[config.mk]
export PLATFORM = sky130hd
export DESIGN_NAME = sertx
export DESIGN_NICKNAME = d
export VERILOG_FILES = /design/src/rtl/sertx_pkg.sv /design/src/rtl/sertx_frame_build.sv /design/src/rtl/sertx_rate_div.sv /design/src/rtl/sertx_line.sv /design/src/rtl/sertx.sv
export SDC_FILE = /design/constraint.sdc
export NUM_CORES = 1
export LEC_CHECK = 0
export BUFFER_PORTS_ARGS = -buffer_cell sky130_fd_sc_hd__buf_4
export CAP_MARGIN = 20
export CORE_MARGIN = 8
export CORE_UTILIZATION = 35
export CTS_BUF_LIST = sky130_fd_sc_hd__clkbuf_8
export CTS_CLUSTER_DIAMETER = 200
export DETAILED_ROUTE_END_ITERATION = 6
export PLACE_DENSITY_LB_ADDON = 0.05
export SKIP_LAST_GASP = 1
export SYNTH_ARGS = -nofsm -noshare
export SYNTH_HDL_FRONTEND = slang
export SYNTH_HIERARCHICAL = 1
export SYNTH_SLANG_ARGS = --single-unit
[constraint.sdc]
create_clock -name clk -period 2.8 [get_ports clk]
set_input_delay 0.56 -clock clk [delete_from_list [all_inputs] [get_ports clk]]
set_output_delay 0.56 -clock clk [all_outputs]
set_load 0.1 [all_outputs]
[src/rtl/sertx_pkg.sv]
package sertx_pkg;
  localparam int DATA_W  = 8;
  localparam int MIN_LEN = DATA_W - 3;
  // start + data + wake + parity + two stops
  localparam int FRAME_W = DATA_W + 5;
  localparam int LEN_W   = $clog2(FRAME_W + 1);

  typedef enum logic [1:0] {
    RATE_X1  = 2'd0,
    RATE_X16 = 2'd1,
    RATE_X32 = 2'd2,
    RATE_X64 = 2'd3
  } rate_e;

  typedef struct packed {
    logic [1:0] char_len;
    logic       par_en;
    logic       par_even;
    logic       two_stop;
    logic       wake_en;
    logic       wake_bit;
  } frame_cfg_t;
endpackage

[src/rtl/sertx_frame_build.sv]
module sertx_frame_build
  import sertx_pkg::*;
(
  input  logic [DATA_W-1:0]  data,
  input  frame_cfg_t         cfg,
  output logic [FRAME_W-1:0] frame,
  output logic [LEN_W-1:0]   nbits
);
  logic [LEN_W-1:0] clen;
  logic [LEN_W-1:0] pos;
  logic             par;

  always_comb begin
    clen  = LEN_W'(MIN_LEN) + LEN_W'(cfg.char_len);
    frame = '1;
    frame[0] = 1'b0;
    par   = 1'b0;
    pos   = LEN_W'(1);
    for (int i = 0; i < DATA_W; i++) begin
      if (LEN_W'(i) < clen) begin
        frame[pos] = data[i];
        par        = par ^ data[i];
        pos        = pos + LEN_W'(1);
      end
    end
    if (cfg.wake_en) begin
      frame[pos] = cfg.wake_bit;
      pos        = pos + LEN_W'(1);
    end
    if (cfg.par_en) begin
      frame[pos] = cfg.par_even ? par : ~par;
      pos        = pos + LEN_W'(1);
    end
    nbits = pos + (cfg.two_stop ? LEN_W'(2) : LEN_W'(1));
  end
endmodule

[src/rtl/sertx_rate_div.sv]
module sertx_rate_div
  import sertx_pkg::*;
#(
  parameter int CNT_W = 6
) (
  input  logic  clk,
  input  logic  rst_n,
  input  logic  restart,
  input  logic  run,
  input  rate_e rate_sel,
  output logic  tick
);
  rate_e            rate_q;
  logic [CNT_W-1:0] cnt;
  logic [CNT_W-1:0] lim;

  always_comb begin
    case (rate_q)
      RATE_X1:  lim = '0;
      RATE_X16: lim = CNT_W'(15);
      RATE_X32: lim = CNT_W'(31);
      default:  lim = CNT_W'(63);
    endcase
  end

  always_ff @(negedge clk or negedge rst_n) begin
    if (!rst_n) begin
      cnt    <= '0;
      rate_q <= RATE_X1;
    end else if (restart) begin
      cnt    <= '0;
      rate_q <= rate_sel;
    end else if (run) begin
      cnt <= (cnt == lim) ? '0 : cnt + 1'b1;
    end
  end

  assign tick = run && (cnt == lim);

  AST_CNT_BOUND: assert property (@(negedge clk) disable iff (!rst_n) cnt <= lim) else $error("bit counter beyond limit");
endmodule

[src/rtl/sertx_line.sv]
module sertx_line
  import sertx_pkg::*;
(
  input  logic               clk,
  input  logic               rst_n,
  input  logic               load,
  input  logic [FRAME_W-1:0] frame,
  input  logic [LEN_W-1:0]   nbits,
  input  logic               tick,
  input  logic               brk,
  output logic               busy,
  output logic               txd
);
  logic [FRAME_W-1:0] sh;
  logic [LEN_W-1:0]   left;

  always_ff @(negedge clk or negedge rst_n) begin
    if (!rst_n) begin
      sh   <= '1;
      left <= '0;
      busy <= 1'b0;
      txd  <= 1'b1;
    end else if (load) begin
      sh   <= frame >> 1;
      left <= nbits - LEN_W'(1);
      busy <= 1'b1;
      txd  <= frame[0];
    end else if (busy) begin
      if (tick) begin
        if (brk) begin
          busy <= 1'b0;
          txd  <= 1'b0;
        end else if (left == '0) begin
          busy <= 1'b0;
          txd  <= 1'b1;
        end else begin
          txd  <= sh[0];
          sh   <= sh >> 1;
          left <= left - LEN_W'(1);
        end
      end
    end else begin
      txd <= ~brk;
    end
  end

  AST_START_LOW: assert property (@(negedge clk) disable iff (!rst_n) load |=> (busy && !txd)) else $error("start bit missing");
  AST_HOLD_BIT: assert property (@(negedge clk) disable iff (!rst_n) (busy && !tick) |=> $stable(txd)) else $error("bit changed mid-bit");
  AST_IDLE_HIGH: assert property (@(negedge clk) disable iff (!rst_n) (!busy && !brk && !load) |=> txd) else $error("idle line not high");
  AST_BREAK_LOW: assert property (@(negedge clk) disable iff (!rst_n) (!busy && brk) |=> !txd) else $error("break not low");
  AST_BREAK_AT_EDGE: assert property (@(negedge clk) disable iff (!rst_n) (busy && tick && brk) |=> (!busy && !txd)) else $error("break not applied at boundary");
endmodule

[src/rtl/sertx.sv]
module sertx
  import sertx_pkg::*;
(
  input  logic       clk,
  input  logic       rst_n,
  input  logic       wr_valid,
  output logic       wr_ready,
  input  logic [7:0] wr_data,
  input  logic [1:0] char_len,
  input  logic       par_en,
  input  logic       par_even,
  input  logic       two_stop,
  input  logic       wake_en,
  input  logic       wake_bit,
  input  logic [1:0] rate_sel,
  input  logic       brk,
  output logic       txd
);
  frame_cfg_t         cfg;
  logic [FRAME_W-1:0] frame;
  logic [LEN_W-1:0]   nbits;
  logic               busy;
  logic               tick;
  logic               load;

  assign cfg = '{char_len: char_len, par_en: par_en, par_even: par_even,
                 two_stop: two_stop, wake_en: wake_en, wake_bit: wake_bit};

  assign wr_ready = !busy && !brk;
  assign load     = wr_valid && wr_ready;

  sertx_frame_build u_build (
    .data  (wr_data),
    .cfg   (cfg),
    .frame (frame),
    .nbits (nbits)
  );

  sertx_rate_div #(.CNT_W(6)) u_div (
    .clk      (clk),
    .rst_n    (rst_n),
    .restart  (load),
    .run      (busy),
    .rate_sel (rate_e'(rate_sel)),
    .tick     (tick)
  );

  sertx_line u_line (
    .clk   (clk),
    .rst_n (rst_n),
    .load  (load),
    .frame (frame),
    .nbits (nbits),
    .tick  (tick),
    .brk   (brk),
    .busy  (busy),
    .txd   (txd)
  );

  AST_NO_READY_IN_FRAME: assert property (@(negedge clk) disable iff (!rst_n) load |=> !wr_ready) else $error("ready during frame");
endmodule

---- After elaboration in Yosys (flattened, before gate mapping) ----
Cells that the tools add are included.
storage, ports and cells
  register bits ........................... 27
  bits of input ports ..................... 21
  output and inout port bits .............. 2
  word-level logic and storage cells ...... 161
operators by class
  $add $sub $neg .......................... 14
  order comparisons ....................... 26
  equality and inequality tests ........... 6
  muxes and demuxes ....................... 81
  bitwise operators ....................... 9
  reduce and logical (&&, ||, !) cells .... 19
operator list
  operator               number
  $mux W13               14
  $bwmux W13             9
  $mux W4                14
  $lt A4 B5 Y1 const B   8
  $demux W1 S4           9
  $add A4 B1 Y4 const B  8
  $ge A4 B1 Y1 const B   8
  $mux W1                29
  $mux W6                3
  $pmux W6 S3            1
  $lt A3 B4 Y1 const A   4
  $logic_and A1 B1 Y1    12
  $lt A1 B4 Y1 const A   2
  $lt A2 B4 Y1 const A   2
  $sub A4 B1 Y4 const B  2
  $xor A1 B1 Y1          7
  $add A6 B1 Y6 const B  1
  $eq A6 B6 Y1           1
  $lt A2 B5 Y1 const B   1
  $add A3 B2 Y4 const A  1
  $add A4 B4 Y4          1
  $logic_not A4 Y1       1
  $mux W2                2
  $reduce_and A4 Y1      1
  11 further kinds       14

---- Depth between registers and ports, before layout ----
Gate-level depths: netlist (run 1).
  depth after elaboration ................. 26
  mapped depth ............................ 18
  depth with buffers taken out ............ 17

---- Cells and area by module ----
Netlist (run 1), hierarchy kept.
modules (own cells, without submodules)
  module             instances  cells an instance  area an instance (um^2)  seq. area each (um^2)
  sertx_frame_build  1          138                1031.0                   0.0
  sertx_line         1          93                 1007.2                   493.0
  sertx_rate_div     1          48                 469.2                    200.2
  sertx              1          2                  16.3                     0.0

==> metrics.yaml, run 1 <==
status:
  status: "complete, but fails checks"
  violations: "setup timing"
critical_path:
  crit_arrival_ps: 3390
  cp_max_fo: 4
  worst-setup-path-type: "in -> reg"
  r2r_cells: 8
  rr_endpoint: "u_line/sh[4]$_DFFE_NN1P_"
  start_kind: "primary input"
  critPathLaunch: "char_len[0]"
  rr_startpoint: "u_div/cnt[2]$_DFFE_NN0P_"
  reg2reg_setup_slack_ps: 680
  worstPathRequired_ps: 1530
  end_kind: "register"
drt:
  first_pass_iters: 4
  via_per_inst: 4.902
  ant_nets: 0
  drc: 0
  num_vias: 2392
  totalWireLength_um: 7129
  drt-wirelength-per-cell_um: 14.61
  drt_iter0_drc: 64
global_routing:
  grt_pass1_vias: 2447
  grt_usage: 0.1429
  grt_max_degree: 28
  grt_first_pass_wirelength_um: 11750
  grt_overflow_total: 0
  antenna_found_initial: 0
yosys:
  synth.most_common_cell: "mux2i_1"
  syn_area_mm2: 0.002524
  yosys_most_used_dff: "dfstp_2"
  synth.top_cell.area_share: 0.1458
  synth-seq-cells: 27
  yosys_warnings: 6
  syn_nets: 317
  synth_area_leader_cell: "dfstp_2"
  synth_common_cells: "31 x mux2i_1, 29 x nand2_1, 24 x nor2_1"
  synth.avg_cell_area_um2: 8.981
  synth_cell_type_count: 63
  synthArstFlopShare: 1.000
  synth_area_leaders: "dfstp_2 15%, dfrtn_1 13%, mux2i_1 12%"
  synth_edf_count: 0
  postSynthCellCount: 281
  synth-seq-area-share: 0.2747
sta:
  tns_ps: -17950
  drv_slew: 0
  finalHoldViolCount: 0
  setup_viol: 20
  worst_slew_pin_slew_ps: 406.5
  rsz0062_at_grt: "yes"
  fin_skew_ps: 65.70
  maxSlewHeadroom: 0.7281
  layout_setup_ws_ps: -1861
final_layout:
  antennaDiodeCount: 0
  drive_gt1_frac: 0.5064
  final_util: 0.5664
  area_growth_syn_to_layout_pct: 59.30
  final_nets: 426
power_and_ir_drop:
  ir_drop_mv: 0.2586
  power.density_mw_per_mm2: 563.6
  p_leak_nw: 1.716
place:
  gp_congestion: 0.8098
  dp_hpwl_um: 4885
  port-buffer-count: 22
die:
  die_x_um: 100.9
  die_y_um: 100.9
  io_pins: 23
  row_count: 31
  start_util: 0.3555
  core-area_mm2: 0.007098
  fp.dieArea_mm2: 0.01018
min_path:
  holdPathEnd: "u_div/rate_q[0]$_DFFE_NN0P_"
  min_from: "u_div/rate_q[0]$_DFFE_NN0P_"
  hold-path-cell-count: 1
  hp-class: "reg -> reg"
cts:
  htreeDepth: 1
  cts_sinks: 27
  path_clk_slew_ps: 70
  clockBufferDepth: 2
  cts_buffers: 3
  clkLatencyLatePin_ps: 350
  cts_tree: "done"
  cts_root_buf: "clkbuf_8"
job:
  drv_cap: 0
==> flip-flops by register name, indices dropped and copies added, names as in the netlist <==
register / count
u_line/left: 4
u_div/cnt: 6
u_line/busy: 1
u_div/rate_q: 2
u_line/sh: 13
u_line/txd: 1
==> metrics by stage <==
stage | power, W | hold WS (ps) | area [um2] | worst slack [ps] | cells
after floorplan | 0.001460 | 464.0 | 2649 | -2203 | 281
after global placement | 0.001736 | 485.8 | 3272 | -2231 | 445
after detailed placement | 0.001751 | 486.5 | 3272 | -2325 | 445
after CTS | 0.002198 | 490.2 | 3792 | -1883 | 479
after global routing | 0.002451 | 504.0 | 4020 | -1976 | 488
final | 0.002266 | 482.0 | 4020 | -1861 | 488
==> area by class of cell <==
| class | count | area [um2] |
|---|---|---|
| Inverter | 9 | 52.55 |
| Sequential cell | 27 | 693.2 |
| Clock inverter | 15 | 61.31 |
| Multi-Input combinational cell | 227 | 2091 |
| Tap cell | 99 | 123.9 |
| Clock buffer | 3 | 41.29 |
| Fill cell | 643 | 3078 |
| Timing Repair Buffer | 108 | 957.2 |
==> cells in the final DEF (no fill, tap or decap), types with 3 or more instances in the layout <==
cell type   n
buf_6      11
xnor2_1     8
inv_1      19
dfrtn_1    13
clkbuf_8    3
o21ai_0     3
nand3_2     3
mux2_2      5
ha_1        5
nand3b_1    5
nand2b_1    4
dfstp_2    14
buf_4      90
nor3_1      4
nor3b_4     3
xor2_2      3
nand3_1     7
mux2i_1    26
a21oi_1     8
ha_4        8
nand2_1    25
nor2b_1     3
nor2_4      7
nor2_1     16
buf_12      5
mux2i_2     3
o21ai_1    13
==> layer usage <==
| metal | up-vias | wire, um | global-route usage |
|---|---|---|---|
| met3 | 8 | 153 | 0.01934 |
| li1 | 1215 | - | - |
| met1 | 1135 | 3200 | 0.1729 |
| met4 | 0 | 98 | 0.04353 |
| met5 | - | 0 | 0 |
| met2 | 34 | 3675 | 0.2542 |
==> timing repair <==
action / in CTS / in global routing
pin swaps: 29 / 20
hold buffers: 0 / 0
cloned: 1 / 1
gates resized for setup: 58 / 26
setup endpoints to repair: 27 / 21
buffers inserted: 18 / 8
==> logic make-up (layout without fill, tap and decap cells) <==
family	count (synthesis)	after routing	synth area share
AOI/OAI and AO/OA	54	54	0.1502
xor gates and xnor gates	16	16	0.06445
adders and majority gates	15	15	0.07734
buffers and inverters	27	135	0.06098
DFF	27	27	0.2747
muxes	39	39	0.1586
and+or+nand+nor	103	103	0.2137
==> power breakdown <==
part / internal, W / switching [W]
Combinational: 0.000609 / 0.000541
Sequential: 0.000633 / 0.000170
Clock: 0.000131 / 0.000182
==> critical path: stages <==
cell and delay [ps]:
buf_12 120, ha_4 170, buf_12 120, nor2_4 90, xor2_2 210, ha_4 240, mux2i_4 150, ha_1 260
a21oi_2 150, nand2_1 90, a2111o_1 440, nand3_2 100, xor2_2 150, nor3_1 80, a31o_1 170, or3_1 290
==> how the worst max path moves through the flow <==
stage | slack [ps] | end | cells after the start
after floorplan | -2200 | u_line/left[3]$_DFFE_NN0P_ | 17
after global placement | -2230 | u_line/left[3]$_DFFE_NN0P_ | 17
after detailed placement | -2330 | u_line/left[3]$_DFFE_NN0P_ | 17
after CTS | -1880 | u_line/left[3]$_DFFE_NN0P_ | 16
after global routing | -1980 | u_line/left[3]$_DFFE_NN0P_ | 19
final | -1860 | u_line/left[3]$_DFFE_NN0P_ | 16
(Power assumes the default switching activity.)
==> inputs of run 2 (changes only) <==
--- a/config.mk
+++ b/config.mk
@@ -13,6 +13,7 @@
 export CTS_CLUSTER_DIAMETER = 200
 export DETAILED_ROUTE_END_ITERATION = 6
 export PLACE_DENSITY_LB_ADDON = 0.05
+export REMOVE_ABC_BUFFERS = 1
 export SKIP_LAST_GASP = 1
 export SYNTH_ARGS = -nofsm -noshare
 export SYNTH_HDL_FRONTEND = slang
==> metrics.yaml, run 2 (synthesis gave the netlist of run 1 again) <==
global_routing:
  grt_first_pass_wirelength_um: 11580
  grt_pass1_vias: 2422
  grt_usage: 0.1383
  grt_max_degree: 42
  antenna_found_initial: 0
  grt_overflow_total: 0
final_layout:
  drive_gt1_frac: 0.5103
  reg.largest.list: "u_line/sh: 13 flops, u_div/cnt: 6 flops, u_line/left: 4 flops"
  top_register: "u_line/sh"
  final_common_cell: "buf_4"
  final_util: 0.5734
  final_nets: 425
  area_growth_syn_to_layout_pct: 61.28
  antennaDiodeCount: 0
  most-common-layout-cells: "76 x buf_4, 27 x mux2i_1, 25 x nand2_1, 21 x buf_6, 19 x inv_1"
  largest_reg_flops: 13
critical_path:
  worstPathRequired_ps: 1530
  end_kind: "register"
  worst-setup-path-type: "in -> reg"
  cp_max_fo: 3
  crit_arrival_ps: 3300
  start_kind: "primary input"
drt:
  totalWireLength_um: 7365
  ant_nets: 0
  drt_iter0_drc: 69
  via_per_inst: 4.959
  num_vias: 2415
  drc: 0
  first_pass_iters: 4
  drt-wirelength-per-cell_um: 15.12
cts:
  cts_tree: "done"
  cts_hold_buf: 0
  path_clk_slew_ps: 70
  htreeDepth: 1
  clkLatencyLatePin_ps: 340
  cts_root_buf: "clkbuf_8"
  clockBufferDepth: 2
  cts_buffers: 3
  cts_sinks: 27
sta:
  fin_skew_ps: 60.56
  setup_viol: 29
  layout_setup_ws_ps: -1771
  tns_ps: -17190
  finalHoldViolCount: 0
  worst_slew_pin_slew_ps: 487.2
  maxSlewHeadroom: 0.6729
  rsz0062_at_grt: "yes"
  drv_slew: 0
die:
  core-area_mm2: 0.007098
  die_x_um: 100.9
  start_util: 0.3555
  fp.dieArea_mm2: 0.01018
  row_count: 31
  io_pins: 23
  die_y_um: 100.9
power_and_ir_drop:
  ir_drop_mv: 0.2000
  p_leak_nw: 1.730
  power.density_mw_per_mm2: 563.1
status:
  status: "complete, but fails checks"
  violations: "setup timing"
min_path:
  hp-class: "reg -> reg"
job:
  drv_cap: 0
place:
  dp_hpwl_um: 4932
  gp_congestion: 0.7700
  port-buffer-count: 22
==> run 2: critical path, stage by stage <==
cell      delay [ps]
buf_12           110
buf_6            110
buf_6            110
nor2_4           140
xor2_4           200
ha_4             230
mux2i_2          180
ha_1             270
a21oi_2          140
nand2_1           60
a2111o_1         380
nand3_2          100
xor2_2            70
nand2_1           90
a21oi_1           60
a31o_1           180
or3_1            300
==> run 2: final cells by class <==
| class | instances | area (um2) |
|---|---|---|
| Multi-Input combinational cell | 228 | 2127 |
| Sequential cell | 27 | 693.2 |
| Clock buffer | 3 | 41.29 |
| Tap cell | 99 | 123.9 |
| Clock inverter | 15 | 58.81 |
| Inverter | 9 | 43.79 |
| Timing Repair Buffer | 106 | 982.2 |
| Fill cell | 665 | 3028 |
==> run 2: power by group <==
part / switching [W] / internal [W] / total [W]
combinational: 0.000547 / 0.000631 / 0.00118
clock: 0.000179 / 0.000128 / 0.000307
sequential: 0.000174 / 0.000633 / 0.000807
==> run 2: what timing repair did <==
| item | 4_1_cts | 5_1_grt |
|---|---|---|
| setup buffers | 13 | 14 |
| endpoints found under the setup margin | 27 | 22 |
| cloned | 1 | 3 |
| pin swaps | 30 | 27 |
| resized for setup | 72 | 50 |
==> run 2: per-stage QoR <==
step           instance area [um2]  total power (W)  setup slack, ps  hold WS, ps  instances
2_1_floorplan                 2407         0.001399            -2673        464.0        264
3_3_place_gp                  3166         0.001715            -2351        487.6        445
3_5_place_dp                  3166         0.001728            -2466        487.3        445
4_1_cts                       3672         0.002154            -1867        495.3        474
5_1_grt                       4070         0.002462            -1912        511.5        487
6_report                      4070         0.002292            -1771        491.7        487
==> run 2: path summary, 6_finish.rpt <==
path | slack [ps] | start | to | depth (start not counted)
setup reg to reg | 570 | u_div/cnt[2]$_DFFE_NN0P_ | u_line/left[3]$_DFFE_NN0P_ | 7
min in group asynchronous | 1460 | rst_n | u_div/cnt[0]$_DFFE_NN0P_ | 1
hold reg to reg | 490 | u_line/sh[12]$_DFFE_NN1P_ | u_line/sh[12]$_DFFE_NN1P_ | 1
setup / recovery | -1770 | char_len[0] | u_line/left[3]$_DFFE_NN0P_ | 17
hold / removal | 490 | u_line/sh[12]$_DFFE_NN1P_ | u_line/sh[12]$_DFFE_NN1P_ | 1
max in group asynchronous | 960 | rst_n | u_line/sh[5]$_DFFE_NN1P_ | 1
==> run 2: per-layer routing <==
metal	vias to the layer above	global-route usage	part of all wire
met5	-	0	0
met4	0	0.03666	0.0098
met3	6	0.008287	0.015
met2	34	0.2527	0.53
met1	1158	0.1700	0.44
li1	1217	-	-
